==> src/rtl/spi_bm_pkg.sv <==
`timescale 1ns/1ps
package spi_bm_pkg;
  localparam int BYTE_W    = 8;
  localparam int CS_N      = 2;
  localparam int DIV_IDX_W = 3;
  localparam int DIV_CNT_W = 5;
  localparam int ADDR_W    = 3;
  localparam int HALF_N    = 2 * BYTE_W;
  localparam int HALF_W    = $clog2(HALF_N);

  // register offsets (software-visible map)
  localparam logic [ADDR_W-1:0] A_DATA  = 3'd0;
  localparam logic [ADDR_W-1:0] A_CTRL1 = 3'd1;
  localparam logic [ADDR_W-1:0] A_CTRL2 = 3'd2;
  localparam logic [ADDR_W-1:0] A_STAT  = 3'd3;
  localparam logic [ADDR_W-1:0] A_CTRL3 = 3'd4;
  localparam logic [ADDR_W-1:0] A_CLKS  = 3'd5;

  // field positions
  localparam int B_POL    = 6;
  localparam int B_PHA    = 5;
  localparam int B_IDX_LO = 2;
  localparam int B_IEN    = 1;
  localparam int B_RDSEL  = 2;
  localparam int B_BLOCK  = 1;
  localparam int B_END    = 5;
  localparam int B_START0 = 4;
  localparam int B_START1 = 3;
  localparam int B_INPROG = 2;
  localparam int B_XEND   = 1;
  localparam int B_BUSY   = 0;
  localparam int B_BDONE  = 4;
  localparam int B_FAST   = 6;

  typedef enum logic [1:0] {ST_IDLE, ST_GAP, ST_SHIFT, ST_HOLD} seqState_t;

  typedef struct packed {
    logic              dataWe;
    logic [BYTE_W-1:0] wdata;
    logic              loadTx;
    logic              shiftTx;
    logic              sampleRx;
    logic              commitRx;
    logic              readCyc;
  } dpStrobe_t;

  // half-period length in source-edge ticks for a divisor index
  function automatic logic [DIV_CNT_W-1:0] halfTicks(input logic fast,
                                                     input logic [DIV_IDX_W-1:0] idx);
    if (idx == '1) return fast ? DIV_CNT_W'(1) : DIV_CNT_W'(2 ** DIV_IDX_W * 2);
    return DIV_CNT_W'(({2'b00, idx} + DIV_CNT_W'(1)) << 1);
  endfunction
endpackage

==> src/rtl/spi_bm_clkdiv.sv <==
`timescale 1ns/1ps
module spi_bm_clkdiv
  import spi_bm_pkg::*;
(
  input  logic                 clk,
  input  logic                 rstN,
  input  logic                 run,
  input  logic                 fastSel,
  input  logic [DIV_IDX_W-1:0] divIdx,
  input  logic                 fastEdge,
  input  logic                 sysEdge,
  output logic                 halfEvt
);
  logic [DIV_CNT_W-1:0] cnt;
  logic [DIV_CNT_W-1:0] lim;
  logic tick;
  logic atLim;

  assign lim   = halfTicks(fastSel, divIdx) - DIV_CNT_W'(1);
  assign tick  = fastSel ? fastEdge : sysEdge;
  assign atLim = (cnt == lim);

  always_ff @(posedge clk) begin
    if (!rstN)      cnt <= '0;
    else if (!run)  cnt <= '0;
    else if (tick)  cnt <= atLim ? '0 : cnt + DIV_CNT_W'(1);
  end

  assign halfEvt = run & tick & atLim;
endmodule

==> src/rtl/spi_bm_datapath.sv <==
`timescale 1ns/1ps
module spi_bm_datapath
  import spi_bm_pkg::*;
(
  input  logic              clk,
  input  logic              rstN,
  input  dpStrobe_t         dpStb,
  input  logic              miso,
  output logic              mosi,
  output logic [BYTE_W-1:0] dataQ
);
  logic [BYTE_W-1:0] txSh;
  logic [BYTE_W-1:0] rxSh;
  logic [BYTE_W-1:0] rxNext;

  always_comb rxNext = dpStb.sampleRx ? {rxSh[BYTE_W-2:0], miso} : rxSh;

  always_ff @(posedge clk) begin
    if (!rstN) begin
      txSh  <= '0;
      rxSh  <= '0;
      dataQ <= '0;
    end else begin
      if (dpStb.loadTx)       txSh <= dataQ;
      else if (dpStb.shiftTx) txSh <= {txSh[BYTE_W-2:0], 1'b0};
      rxSh <= rxNext;
      if (dpStb.commitRx)     dataQ <= rxNext;
      else if (dpStb.dataWe)  dataQ <= dpStb.wdata;
    end
  end

  assign mosi = dpStb.readCyc ? 1'b0 : txSh[BYTE_W-1];
endmodule

==> src/rtl/spi_bm_ctrl.sv <==
`timescale 1ns/1ps
module spi_bm_ctrl
  import spi_bm_pkg::*;
(
  input  logic              clk,
  input  logic              rstN,
  input  logic              fastEdge,
  input  logic              sysEdge,
  input  logic              regWe,
  input  logic [ADDR_W-1:0] regAddr,
  input  logic [BYTE_W-1:0] regWdata,
  output logic [BYTE_W-1:0] regRdata,
  input  logic [BYTE_W-1:0] dataQ,
  output dpStrobe_t         dpStb,
  output logic              sck,
  output logic [CS_N-1:0]   csN,
  output logic              irq
);
  logic cpol, cpha, ien, readSel, blockSel, fastSel;
  logic [DIV_IDX_W-1:0] divIdx;
  logic byteDone, xferEnd, irqQ, sckQ, byteRead;
  logic activeCh;
  seqState_t state;
  logic [HALF_W-1:0] halfIdx;

  logic wrCtl1, wrCtl2, wrClks, wrStat, wrCtl3;
  logic startReq, endReq, startCh, idleLike, acceptStart, acceptEnd;
  logic shifting, run, halfEvt, lead, lastHalf, byteEnd;

  assign wrCtl1 = regWe && (regAddr == A_CTRL1);
  assign wrCtl2 = regWe && (regAddr == A_CTRL2);
  assign wrClks = regWe && (regAddr == A_CLKS);
  assign wrStat = regWe && (regAddr == A_STAT);
  assign wrCtl3 = regWe && (regAddr == A_CTRL3);

  assign startReq = wrStat && (regWdata[B_START0] || regWdata[B_START1]);
  assign endReq   = wrStat && regWdata[B_END];
  assign startCh  = regWdata[B_START0] ? 1'b0 : 1'b1;

  assign idleLike    = (state == ST_IDLE) || (state == ST_HOLD);
  assign acceptEnd   = idleLike && endReq;
  assign acceptStart = idleLike && startReq && !endReq;

  assign shifting = (state == ST_SHIFT);
  assign run      = shifting || (state == ST_GAP);
  assign lead     = ~halfIdx[0];
  assign lastHalf = (halfIdx == HALF_W'(HALF_N - 1));
  assign byteEnd  = shifting && halfEvt && lastHalf;

  spi_bm_clkdiv uDiv (
    .clk      (clk),
    .rstN     (rstN),
    .run      (run),
    .fastSel  (fastSel),
    .divIdx   (divIdx),
    .fastEdge (fastEdge),
    .sysEdge  (sysEdge),
    .halfEvt  (halfEvt)
  );

  // configuration registers
  always_ff @(posedge clk) begin
    if (!rstN) begin
      cpol <= 1'b0; cpha <= 1'b0; ien <= 1'b0; divIdx <= '0;
      readSel <= 1'b0; blockSel <= 1'b0; fastSel <= 1'b0;
    end else begin
      if (wrCtl1) begin
        cpol   <= regWdata[B_POL];
        cpha   <= regWdata[B_PHA];
        divIdx <= regWdata[B_IDX_LO +: DIV_IDX_W];
        ien    <= regWdata[B_IEN];
      end
      if (wrCtl2) begin
        readSel  <= regWdata[B_RDSEL];
        blockSel <= regWdata[B_BLOCK];
      end
      if (wrClks) fastSel <= regWdata[B_FAST];
    end
  end

  // sequencer
  always_ff @(posedge clk) begin
    if (!rstN) begin
      state    <= ST_IDLE;
      activeCh <= 1'b0;
      byteRead <= 1'b0;
      halfIdx  <= '0;
    end else begin
      unique case (state)
        ST_IDLE: if (acceptStart) begin
          activeCh <= startCh;
          byteRead <= readSel;
          halfIdx  <= '0;
          state    <= ST_SHIFT;
        end
        ST_HOLD: begin
          if (acceptEnd) state <= ST_IDLE;
          else if (acceptStart) begin
            byteRead <= readSel;
            halfIdx  <= '0;
            if (startCh == activeCh) state <= ST_SHIFT;
            else begin
              activeCh <= startCh;
              state    <= ST_GAP;
            end
          end
        end
        ST_GAP: if (halfEvt) begin
          if (halfIdx == HALF_W'(1)) begin
            halfIdx <= '0;
            state   <= ST_SHIFT;
          end else halfIdx <= halfIdx + HALF_W'(1);
        end
        ST_SHIFT: if (halfEvt) begin
          halfIdx <= halfIdx + HALF_W'(1);
          if (lastHalf) state <= ST_HOLD;
        end
        default: state <= ST_IDLE;
      endcase
    end
  end

  // serial clock, flags, interrupt
  always_ff @(posedge clk) begin
    if (!rstN) begin
      sckQ     <= 1'b0;
      byteDone <= 1'b0;
      xferEnd  <= 1'b0;
      irqQ     <= 1'b0;
    end else begin
      if (!shifting)    sckQ <= cpol;
      else if (halfEvt) sckQ <= ~sckQ;
      byteDone <= byteEnd   | (byteDone & ~(wrCtl3 && regWdata[B_BDONE]));
      xferEnd  <= acceptEnd | (xferEnd  & ~(wrStat && regWdata[B_XEND]));
      irqQ     <= ien & (byteDone | xferEnd);
    end
  end

  assign sck = sckQ;
  assign irq = irqQ;

  // chip-select decode
  for (genvar c = 0; c < CS_N; c++) begin : g_cs
    assign csN[c] = !(((state == ST_SHIFT) || (state == ST_HOLD)) && (activeCh == c[0]));
  end

  // strobes toward the datapath
  always_comb begin
    dpStb          = '0;
    dpStb.dataWe   = regWe && (regAddr == A_DATA);
    dpStb.wdata    = regWdata;
    dpStb.loadTx   = acceptStart;
    dpStb.shiftTx  = shifting && halfEvt &&
                     (cpha ? (lead && (halfIdx != '0)) : !lead);
    dpStb.sampleRx = shifting && halfEvt && byteRead && (cpha ? !lead : lead);
    dpStb.commitRx = byteEnd && byteRead;
    dpStb.readCyc  = byteRead;
  end

  // register readback
  always_comb begin
    regRdata = '0;
    unique case (regAddr)
      A_DATA:  regRdata = dataQ;
      A_CTRL1: begin
        regRdata[B_POL] = cpol;
        regRdata[B_PHA] = cpha;
        regRdata[B_IDX_LO +: DIV_IDX_W] = divIdx;
        regRdata[B_IEN] = ien;
      end
      A_CTRL2: begin
        regRdata[B_RDSEL] = readSel;
        regRdata[B_BLOCK] = blockSel;
      end
      A_STAT: begin
        regRdata[B_INPROG] = shifting;
        regRdata[B_XEND]   = xferEnd;
        regRdata[B_BUSY]   = (state != ST_IDLE);
      end
      A_CTRL3: regRdata[B_BDONE] = byteDone;
      A_CLKS:  regRdata[B_FAST]  = fastSel;
      default: regRdata = '0;
    endcase
  end
endmodule

==> src/rtl/spi_byte_master.sv <==
`timescale 1ns/1ps
module spi_byte_master
  import spi_bm_pkg::*;
(
  input  logic       clk,
  input  logic       rstN,
  input  logic       fastEdge,
  input  logic       sysEdge,
  input  logic       regWe,
  input  logic [2:0] regAddr,
  input  logic [7:0] regWdata,
  output logic [7:0] regRdata,
  output logic       sck,
  output logic       mosi,
  input  logic       miso,
  output logic [1:0] csN,
  output logic       irq
);
  dpStrobe_t         dpStb;
  logic [BYTE_W-1:0] dataQ;

  spi_bm_ctrl uCtrl (
    .clk      (clk),
    .rstN     (rstN),
    .fastEdge (fastEdge),
    .sysEdge  (sysEdge),
    .regWe    (regWe),
    .regAddr  (regAddr),
    .regWdata (regWdata),
    .regRdata (regRdata),
    .dataQ    (dataQ),
    .dpStb    (dpStb),
    .sck      (sck),
    .csN      (csN),
    .irq      (irq)
  );

  spi_bm_datapath uDp (
    .clk   (clk),
    .rstN  (rstN),
    .dpStb (dpStb),
    .miso  (miso),
    .mosi  (mosi),
    .dataQ (dataQ)
  );
endmodule

==> config.mk <==
export PLATFORM = sky130hd
export DESIGN_NAME = spi_byte_master
export DESIGN_NICKNAME = d
export VERILOG_FILES = /design/src/rtl/spi_bm_pkg.sv /design/src/rtl/spi_bm_clkdiv.sv /design/src/rtl/spi_bm_datapath.sv /design/src/rtl/spi_bm_ctrl.sv /design/src/rtl/spi_byte_master.sv
export SDC_FILE = /design/constraint.sdc
export NUM_CORES = 1
export LEC_CHECK = 0
export BUFFER_PORTS_ARGS = -buffer_cell sky130_fd_sc_hd__buf_2
export CORE_ASPECT_RATIO = 1.2
export CORE_UTILIZATION = 53
export DETAILED_ROUTE_END_ITERATION = 12
export HOLD_SLACK_MARGIN = 0.03
export PLACE_DENSITY = 0.77
export SKIP_LAST_GASP = 1
export SLEW_MARGIN = 40
export SYNTH_ARGS = -nofsm -noshare
export SYNTH_HDL_FRONTEND = slang
export SYNTH_HIERARCHICAL = 1
export SYNTH_SLANG_ARGS = --single-unit
==> constraint.sdc <==
create_clock -name clk -period 3.2 [get_ports clk]
set_input_delay 0.48 -clock clk [delete_from_list [all_inputs] [get_ports clk]]
set_output_delay 0.48 -clock clk [all_outputs]
set_load 0.01 [all_outputs]
# Word-level counts from Yosys, hierarchy flattened
# Cells that the tools add are included.
# Widths: inputs -> output; s select.
[word_totals] ff_bits=50 inputBits=17 output_inout_bits=13 word_cells=146
[op_classes] n_addsub=4 n_eq_ne=22 n_mux=47 bitwise=13 n_reduce_logical=41
[ops] cell="$mux 8" n=5
[ops] cell="$logic_and 1x1->1" n=22
[ops] cell="$mux 4" n=5
[ops] cell="$mux 5" n=4
[ops] cell="$mux 2" n=8
[ops] cell="$pmux 2 s4" n=2
[ops] cell="$pmux 4 s4" n=1
[ops] cell="$mux 1" n=15
[ops] cell="$ne 2x2->1 const B" n=5
[ops] cell="$pmux 1 s2" n=5
[ops] cell="$eq 3x3->1 const B" n=3
[ops] cell="$reduce_bool 2->1" n=4
[ops] cell="$eq 3x2->1 const B" n=2
[ops] cell="$ne 2x1->1 const B" n=3
[ops] cell="$pmux 1 s3" n=2
[ops] cell="$reduce_and 6->1" n=1
[ops] cell="$add 5x1->5 const B" n=1
[ops] cell="$and 1x1->1" n=5
[ops] cell="$eq 5x5->1" n=1
[ops] cell="$not 1->1" n=5
[ops] cell="$reduce_and 5->1" n=1
[ops] cell="$sub 5x1->5 const B" n=1
[ops] cell="$add 3x1->4 const B" n=1
[ops] cell="$add 4x1->4 const B" n=1
[ops] cell="15 further kinds" n=24

# Depth between registers and ports, before layout
# Gate-level depths: netlist of run 1.
[depth] word_depth=11 mapped_depth=13 ltp_nobuf=11

# Modules after synthesis
# The synthesis of run 1 kept the hierarchy.
[by_module_without_submodules] module="spi_bm_ctrl" n_inst=1 cells_each=182 area_each_um2=1526.5 seq_area_each_um2=420.4
[by_module_without_submodules] module="spi_bm_datapath" n_inst=1 cells_each=89 area_each_um2=1031.0 seq_area_each_um2=480.5
[by_module_without_submodules] module="spi_bm_clkdiv" n_inst=1 cells_each=54 area_each_um2=490.5 seq_area_each_um2=100.1

# Worst setup path before layout of run 1
# Ideal clock, no wire load.
[synth_timing] path_kind="register to register" startpoint="register uCtrl.divIdx[0]" endpoint="register uDp.dataQ[0]" setup_time_ns=0.133 t_arrival_ns=3.021 required_time_ns=3.067 path_slack_ns=0.046 stages_incl_launch_ff=14 path_buffers=2 period_less_slack_ns=3.154 cell_sequence="dfxtp_1 -> ha_1 -> ha_1 -> buf_6 -> or3b_1 -> a211o_1 -> nand3_1 -> nor4b_4 -> and2_1 -> nand3_1 -> nor3_1 -> buf_2 -> mux2i_1 -> o22ai_1"
[synth_lines] element="start: declaration" line="spi_bm_ctrl.sv:20" text="logic [DIV_IDX_W-1:0] divIdx;"
[synth_lines] element="start signal: assignment" line="spi_bm_ctrl.sv:70" text="divIdx <= regWdata[B_IDX_LO +: DIV_IDX_W];"
[synth_lines] element="end signal: assignment" line="spi_bm_datapath.sv:27" text="if (dpStb.commitRx) dataQ <= rxNext;"
[synth_lines] element="end signal: assignment" line="spi_bm_datapath.sv:28" text="else if (dpStb.dataWe) dataQ <= dpStb.wdata;"
[synth_lines] element="end: declaration" line="spi_bm_datapath.sv:10" text="output logic [BYTE_W-1:0] dataQ"

==> metrics, run 1 <==
total die area 6060 um2; average footprint of a synthesized cell 9.38 um2; largest net degree at the start of global routing 28; number of levels in the clock H-tree 2; routed length on met2 3.42 mm; commonest cells after routing, fill and taps aside sky130_fd_sc_hd__dfxtp_1, sky130_fd_sc_hd__buf_2, sky130_fd_sc_hd__mux2i_1, sky130_fd_sc_hd__nor2_1, sky130_fd_sc_hd__nand2_1; sequential share of the synthesized area 32.8%; first-pass GRT wire length 11.2 mm; proportion of register bits with asynchronous set or reset after synthesis 0%; combinational fraction of design power 21.5%; clock tree from TritonCTS built; total number of nets in the final design 369; Yosys reg bits 50; First-pass DRT Iterations 9; Synth Instances 325; fraction of power spent switching nets 31.2%; post-route clock skew 0.00633 ns; crit path setup slack, layout 0.119 ns; height of the die 85.1 um; kind of critical path reg -> reg; cell depth of the worst hold path 3; layout cells sized above 1 24.6%; die span in x 71.2 um; cell at the root of the clock tree sky130_fd_sc_hd__clkbuf_8; Final Cycle Share 96.3%; startpoint kind of the worst setup timing path flop; total count of max-transition violations in the final report 0; setup repair after global routing missed its margin no; clock power share 28.2%; post-detailed-route wirelength per cell 17.2 um; maximum fanout along the worst path 8; total power consumption of the routed design 1.32 mW; most common library cell in the layout ignoring fill and taps sky130_fd_sc_hd__dfxtp_1; status finished with violations; highest ir drop seen on vdd 227 uV; hold-fix buffer count after cts 0; synthesized area 3050 um2; endpoints failing setup 0; Distinct cells, synth 67; M1 wire length 2.97 mm; hpwl dp 4.92 mm; Final ANT Viol Nets 0; total detailed-routing wirelength 6.95 mm; depth of the most critical reg-to-reg path 12; initial antenna violation count 0; Placement Rows 29; wire length on met3 363 um; Hold Fails Final Rpt 0; area added between synthesis and finish 8.91%; sequential fraction of design power 50.3%; number of synthesized flops with an enable pin 0; clk sink count 50; maximum clock insertion buffer count 2; via count 2450; filler cell count 458; Tightest Hold Check Type in -> reg; routability-driven placement congestion ratio 0.869; failing checks DRC; worst endpoint required time 3.41 ns; top flip-flop cell by instance count after synthesis sky130_fd_sc_hd__dfxtp_1; I/O pin count 30; Power Internal 0.910 mW; worst-margin pin slew 0.676 ns; Arrival @ worst endpoint 3.29 ns; normalized max-slew margin 54.7%; net load switching power 0.413 mW; via count of the first global-routing pass 2397; clock latency reported for the late side of the worst-skew pair 0.31 ns; top metal layer carrying routed signals met4; leakage power 1.31 nW; maximum achievable frequency 325 MHz; cell count after placement 396; total CTS buffers 5; violation count after the first detailed-route iteration 196; max capacitance violation total 0; post-CTS setup buffers 0; number of warning messages in the yosys log 6; effective utilization at floorplan 56.4%; number of design rule violations left after detail routing 4; area of the placeable core 5410 um2; Overall Global Routing Usage 23.6%; endpoint type of the worst setup path flop; Setup WS pre-CTS -0.0537 ns; Util after Layout 61.4%; number of non-filler instances in the completed layout 404; net count after synthesis 353; Antenna diodes 0; post-DR vias/cell 6.06; clock-pin slew of the registers on the worst-case setup and hold paths 0.10 ns; P per Cell Area 399 nW/um2; post-route minimum period 3.08 ns; total overflow reported by the global router 0; # port buffers 29
[layer usage]
metal  global-route usage [%]  up-vias
met1                     28.3     1151
li1                         -     1198
met5                        0        -
met4                     9.82        0
met3                     4.04       19
met2                     41.6       82
[metrics by stage]
stage / cell area (um2) / hold slack, ns / TNS, ns
after floorplan: 3050 / 0.438 / 0
after global placement: 3160 / 0.465 / 0
after detailed placement: 3160 / 0.466 / -0.366
after CTS: 3250 / 0.441 / 0
after global routing: 3320 / 0.453 / 0
final: 3320 / 0.449 / 0
[power groups by stage]
| stage | clock network [mW] | registers, mW | logic, mW |
|---|---|---|---|
| final | 0.373 | 0.665 | 0.285 |
| after global placement | 0 | 0.678 | 0.271 |
| after global routing | 0.405 | 0.670 | 0.309 |
| after floorplan | 0 | 0.675 | 0.213 |
| after detailed placement | 0 | 0.680 | 0.277 |
| after CTS | 0.381 | 0.665 | 0.279 |
[registers in the layout, indices dropped and copies added, names as in the netlist, 2 cells and up]
register / cells
uDp/dataQ: 8
uCtrl/halfIdx: 4
uCtrl/state: 2
uCtrl/uDiv/cnt: 5
uDp/txSh: 8
uDp/rxSh: 8
uCtrl/divIdx: 3
[worst max-delay path, cell delays in order (launching register included)]
cell and delay [ns]:
sky130_fd_sc_hd__dfxtp_1 0.33, sky130_fd_sc_hd__ha_1 0.24, sky130_fd_sc_hd__ha_2 0.24, sky130_fd_sc_hd__or3b_1 0.40, sky130_fd_sc_hd__a211o_1 0.33, sky130_fd_sc_hd__nand3_1 0.09
sky130_fd_sc_hd__nor4b_4 0.21, sky130_fd_sc_hd__and2_4 0.23, sky130_fd_sc_hd__nand2_1 0.09, sky130_fd_sc_hd__nor2_2 0.15, sky130_fd_sc_hd__buf_6 0.16, sky130_fd_sc_hd__mux2_4 0.30
sky130_fd_sc_hd__o211a_1 0.21
[cells in the mapped netlist (all sizes together), types with 2 or more instances]
cell,count,area share (%)
mux4,2,1.5
xor2,3,0.86
nand2b,10,2.1
nor3b,4,1.1
o22ai,8,1.6
nand2,17,2.1
a211oi,2,0.66
buf,23,5.3
xnor2,5,1.4
nand3,9,1.5
o31ai,3,0.74
nor2b,13,2.7
or3b,3,0.86
nand4b,2,0.57
nor2,21,2.6
a31oi,3,0.62
or2,4,0.82
and3,3,0.62
nand3b,2,0.49
a21boi,2,0.49
inv,10,1.2
mux2i,32,11
nor3,10,1.8
nor4b,3,1.4
nand4,3,0.82
ha,11,4.5
a21oi,10,1.8
o211a,8,2.6
clkbuf,5,0.62
dfxtp,50,33
o21ai,10,1.6
a211o,3,0.86
mux2,9,4.2
[layout make-up]
| cell class | instances | area [um2] | area share [%] |
|---|---|---|---|
| tap | 62 | 77.6 | 2.34 |
| inverter | 11 | 41.3 | 1.24 |
| timing repair buffer | 37 | 213 | 6.41 |
| multi-input combinational | 236 | 1900 | 57.1 |
| clock inverter | 3 | 21.3 | 0.641 |
| sequential | 50 | 1000 | 30.2 |
| clock buffer | 5 | 68.8 | 2.07 |
[cell families after synthesis]
| logic type | synth area share [%] |
|---|---|
| AND/OR/NAND/NOR | 20.6 |
| AO/OA/AOI/OAI | 16.2 |
| flip-flops | 32.8 |
| multiplexers | 16.2 |
| buffers and inverters | 7.31 |
| adder cells (fa/ha/maj) | 4.52 |
| XOR/XNOR | 2.30 |
[timing repair]
item / 4_1_cts / 5_1_grt
pin swaps: 0 / 1
setup endpoints to repair: 15 / 26
gates resized for setup: 1 / 17
[path summary, 6_finish.rpt]
path,start,end,slack (ns)
worst min-delay path,regWdata[0],uDp/dataQ[0]$_SDFFE_PN0P_,0.45
worst min register to register,uCtrl/blockSel$_SDFFE_PN0P_,uCtrl/blockSel$_SDFFE_PN0P_,0.51
worst max register to register,uCtrl/divIdx[0]$_SDFFE_PN0P_,uDp/txSh[5]$_SDFFE_PN0P_,0.12
worst max-delay path,uCtrl/divIdx[0]$_SDFFE_PN0P_,uDp/txSh[5]$_SDFFE_PN0P_,0.12
Note: power is estimated with default switching activity, not from simulation.
==> run 2: changes to the inputs <==
Settings changed: SETUP_SLACK_MARGIN set to 0.4, SKIP_LAST_GASP 1 to not set.
==> metrics, run 2 (synthesis gave the netlist of run 1 again) <==
Antenna diodes 0; post-DR vias/cell 6.18; status finished with violations; leakage power 1.35 nW; area added between synthesis and finish 14.2%; P per Cell Area 391 nW/um2; first-pass GRT wire length 11.8 mm; Hold Fails Final Rpt 0; commonest cells after routing, fill and taps aside sky130_fd_sc_hd__dfxtp_1, sky130_fd_sc_hd__buf_2, sky130_fd_sc_hd__mux2i_1, sky130_fd_sc_hd__nor2_1, sky130_fd_sc_hd__nand2_1; worst endpoint required time 3.42 ns; Overall Global Routing Usage 25.0%; setup repair after global routing missed its margin yes; maximum fanout along the worst path 8; Placement Rows 29; die span in x 71.2 um; kind of critical path reg -> reg; Final ANT Viol Nets 0; Arrival @ worst endpoint 3.07 ns; hold-fix buffer count after cts 0; via count 2523; effective utilization at floorplan 56.4%; height of the die 85.1 um; total detailed-routing wirelength 7.16 mm; number of design rule violations left after detail routing 5; largest net degree at the start of global routing 28; total die area 6060 um2; via count of the first global-routing pass 2431; post-route minimum period 2.85 ns; crit path setup slack, layout 0.351 ns; endpoints failing setup 0; worst path cell trace ha_4 -> ha_4 -> or3b_1 -> a211o_1 -> nand3_1 -> nor4b_4 -> and2_4 -> nand2_2 -> nor2_4 -> buf_8 -> mux2_4 -> o211a_1; Critical Path Max Stage Delay 0.37 ns; worst-margin pin slew 0.738 ns; maximum clock insertion buffer count 2; total power consumption of the routed design 1.36 mW; setup TNS after final layout 0 ns; biggest registers after layout uDp/dataQ (8), uDp/rxSh (8), uDp/txSh (8); clk sink count 50; Crit-path slowest cell sky130_fd_sc_hd__dfxtp_4; layout cells sized above 1 28.6%; maximum achievable frequency 351 MHz; number of levels in the clock H-tree 2; # port buffers 29; failing checks DRC; total CTS buffers 5; clock tree from TritonCTS built; most common library cell in the layout ignoring fill and taps sky130_fd_sc_hd__dfxtp_1; total number of nets in the final design 373; post-detailed-route wirelength per cell 17.5 um; clock-pin slew of the registers on the worst-case setup and hold paths 0.10 ns; violation count after the first detailed-route iteration 156; clock latency reported for the late side of the worst-skew pair 0.32 ns; filler cell count 459; area of the placeable core 5410 um2; initial antenna violation count 0; number of non-filler instances in the completed layout 408; endpoint type of the worst setup path flop; most frequent CP cell sky130_fd_sc_hd__ha_4; hpwl dp 4.85 mm; cell count after placement 393; post-route clock skew 0.00459 ns; Setup WS pre-CTS 0.276 ns; Tightest Hold Check Type in -> reg; Final Cycle Share 89.0%; cell at the root of the clock tree sky130_fd_sc_hd__clkbuf_8; First-pass DRT Iterations 9; highest ir drop seen on vdd 217 uV; routability-driven placement congestion ratio 0.820; total count of max-transition violations in the final report 0; max capacitance violation total 0; Worst Hold Slack 0.455 ns; normalized max-slew margin 50.5%; startpoint kind of the worst setup timing path flop; total overflow reported by the global router 0; I/O pin count 30
[run 2: final timing paths]
| check | start | to | slack (ns) | cells after the start |
|---|---|---|---|---|
| hold reg to reg | uCtrl/byteDone$_SDFF_PN0_ | uCtrl/byteDone$_SDFF_PN0_ | 0.50 | 2 |
| hold / removal | regWdata[2] | uCtrl/readSel$_SDFFE_PN0P_ | 0.46 | 3 |
| setup / recovery | uCtrl/divIdx[0]$_SDFFE_PN0P_ | uDp/txSh[2]$_SDFFE_PN0P_ | 0.35 | 12 |
| setup reg to reg | uCtrl/divIdx[0]$_SDFFE_PN0P_ | uDp/txSh[2]$_SDFFE_PN0P_ | 0.35 | 12 |
[run 2: stage by stage]
step           cell area [um2]  utilization, %
3_5_place_dp              3170            58.6
2_1_floorplan             3090               -
3_3_place_gp              3170            58.6
4_1_cts                   3380            62.5
5_1_grt                   3480            64.4
6_report                  3480            64.4
[run 2: routing by layer]
metal	global-route usage, %	share of wire (%)
met4	6.91	1.3
met5	0	0
met1	31.5	43
met2	43.8	51
met3	4.16	5.4
[run 2: cell type report]
type | instances | area, um2 | area share [%]
Multi-Input combinational cell | 236 | 2000 | 57.5
Timing Repair Buffer | 41 | 255 | 7.33
Clock buffer | 5 | 68.8 | 1.98
Clock inverter | 3 | 26.3 | 0.755
Sequential cell | 50 | 1010 | 29.0
Inverter | 11 | 41.3 | 1.19
Tap cell | 62 | 77.6 | 2.23
[run 2: repair_timing]
item                                    CTS  global route
endpoints found under the setup margin   26            30
buffers inserted                          6             1
resized for setup                        16            16
pin swaps                                 4             8
[run 2: power breakdown]
group / internal (mW) / total (mW) / switching [mW]
Clock: 0.161 / 0.396 / 0.234
Sequential: 0.643 / 0.664 / 0.0219
Combinational: 0.119 / 0.301 / 0.182
[run 2: worst max-delay path: cells and delay by family (launching register included)]
family	cells	cell delay (ns)
fa+ha+maj	2	0.33
compound gates	2	0.48
flops	1	0.37
buf+inv	1	0.15
mux	1	0.30
simple gates	6	1.10
==> run 3: changes to the inputs <==
Settings changed: CELL_PAD_IN_SITES_DETAIL_PLACEMENT set to 1, CELL_PAD_IN_SITES_GLOBAL_PLACEMENT set to 1, CORE_UTILIZATION 53 to 41, PLACE_DENSITY 0.77 to 0.76.
==> metrics, run 3 (synthesis gave the netlist of run 1 again) <==
Placement Rows 34; clock latency reported for the late side of the worst-skew pair 0.31 ns; routability-driven placement congestion ratio 0.790; endpoints failing setup 0; effective utilization at floorplan 42.1%; maximum fanout along the worst path 8; worst-margin pin slew 0.750 ns; first-pass GRT wire length 12.6 mm; Antenna diodes 0; violation count after the first detailed-route iteration 94; P per Cell Area 383 nW/um2; clock tree from TritonCTS built; hpwl dp 5.61 mm; worst endpoint required time 3.40 ns; area of the placeable core 7230 um2; leakage power 1.35 nW; most common library cell in the layout ignoring fill and taps sky130_fd_sc_hd__dfxtp_1; clk sink count 50; most frequent CP cell sky130_fd_sc_hd__ha_4; total overflow reported by the global router 0; maximum clock insertion buffer count 2; minimum setup slack among reg-to-reg paths 0.34 ns; total count of max-transition violations in the final report 0; status finished clean; crit path setup slack, layout 0.336 ns; worst path cell trace ha_4 -> ha_4 -> or3b_4 -> a211o_1 -> nand3_1 -> nor4b_4 -> and2_4 -> buf_6 -> o21ai_2 -> a41o_4 -> and3_4 -> o31a_1; I/O pin count 30; post-detailed-route wirelength per cell 18.3 um; filler cell count 862; First-pass DRT Iterations 4; Crit-path slowest cell sky130_fd_sc_hd__dfxtp_4; total number of nets in the final design 375; layout cells sized above 1 29.6%; normalized max-slew margin 49.7%; Critical Path Max Stage Delay 0.37 ns; biggest registers after layout uDp/dataQ (8), uDp/rxSh (8), uDp/txSh (8); number of design rule violations left after detail routing 0; kind of critical path reg -> reg; highest ir drop seen on vdd 185 uV; endpoint type of the worst setup path flop; total die area 7780 um2; initial antenna violation count 0; startpoint kind of the worst setup timing path flop; number of non-filler instances in the completed layout 438; total power consumption of the routed design 1.35 mW; Arrival @ worst endpoint 3.07 ns; Util after Layout 48.5%; Setup WS pre-CTS 0.214 ns; # port buffers 29; total detailed-routing wirelength 8.03 mm; largest net degree at the start of global routing 27; die span in x 80.7 um; Final Cycle Share 89.5%; commonest cells after routing, fill and taps aside sky130_fd_sc_hd__dfxtp_1, sky130_fd_sc_hd__buf_2, sky130_fd_sc_hd__mux2i_1, sky130_fd_sc_hd__nor2_1, sky130_fd_sc_hd__nand2_1; max capacitance violation total 0; setup TNS after final layout 0 ns; area added between synthesis and finish 15.2%; number of levels in the clock H-tree 2; clock-pin slew of the registers on the worst-case setup and hold paths 0.10 ns; maximum achievable frequency 349 MHz; setup repair after global routing missed its margin yes; via count of the first global-routing pass 2558; post-route clock skew 0.0101 ns; via count 2516; cell count after placement 422; post-route minimum period 2.86 ns; Tightest Hold Check Type in -> reg; post-DR vias/cell 5.74; total CTS buffers 5; height of the die 96.5 um; Final ANT Viol Nets 0; Hold Fails Final Rpt 0; Overall Global Routing Usage 21.6%; cell at the root of the clock tree sky130_fd_sc_hd__clkbuf_8
==> run 3: changes by cell type in the layout (fill, tap and decap cells not counted), sizes merged <==
cell      previous run  this run
buf                 41        43
clkinvlp             0         2
inv                 12        10
clkbuf               5         6
clkinv               2         1
==> run 3: path summary, 6_finish.rpt <==
| kind | end | cells after the start | start |
|---|---|---|---|
| setup / recovery | uCtrl/halfIdx[3]$_SDFFE_PN0P_ | 12 | uCtrl/divIdx[0]$_SDFFE_PN0P_ |
| hold / removal | uDp/dataQ[7]$_SDFFE_PN0P_ | 3 | regWdata[7] |
| setup reg to reg | uCtrl/halfIdx[3]$_SDFFE_PN0P_ | 12 | uCtrl/divIdx[0]$_SDFFE_PN0P_ |
| hold reg to reg | uDp/txSh[0]$_SDFFE_PN0P_ | 2 | uDp/dataQ[0]$_SDFFE_PN0P_ |
==> run 3: final cells by class <==
type,instances,area [um2],area share (%)
multi-input cells,236,1990,56.8
flip-flops and latches,50,1010,28.8
repair buffers,43,265,7.56
well taps,90,113,3.21
clock buffers,6,72.6,2.07
inverters,11,41.3,1.18
clock inverters,2,15.0,0.428
==> run 3: metrics by stage <==
stage	cell area, um2	hold slack [ns]
6_report	3510	0.454
3_3_place_gp	3210	0.467
4_1_cts	3410	0.456
5_1_grt	3510	0.468
2_1_floorplan	3090	0.438
3_5_place_dp	3210	0.489
==> run 3: layer usage <==
| metal | track usage (%) | part of all wire (%) | vias up |
|---|---|---|---|
| li1 | - | - | 1212 |
| met2 | 39.3 | 52 | 43 |
| met1 | 25.3 | 44 | 1253 |
| met3 | 3.66 | 3.3 | 8 |
| met5 | 0 | 0 | - |
| met4 | 7.74 | 1.4 | 0 |
==> run 3: critical path: cells and delay by family (launching register included) <==
| family | cells | cell delay (ns) |
|---|---|---|
| buf+inv | 1 | 0.10 |
| fa+ha+maj | 2 | 0.33 |
| compound gates | 4 | 0.87 |
| simple gates | 5 | 1.07 |
| flops | 1 | 0.37 |
==> run 3: report_power, final <==
group | switching [mW] | internal (mW)
Combinational | 0.183 | 0.121
Sequential | 0.0230 | 0.643
Clock | 0.221 | 0.155
Total | 0.427 | 0.918
==> run 3: repair_timing <==
action                                  CTS  global route
gates resized for setup                  15            18
endpoints found under the setup margin   29            30
setup buffers                             6             2
hold buffers                              0             0
pin swaps                                 4            10
hold endpoints to repair                  0             0
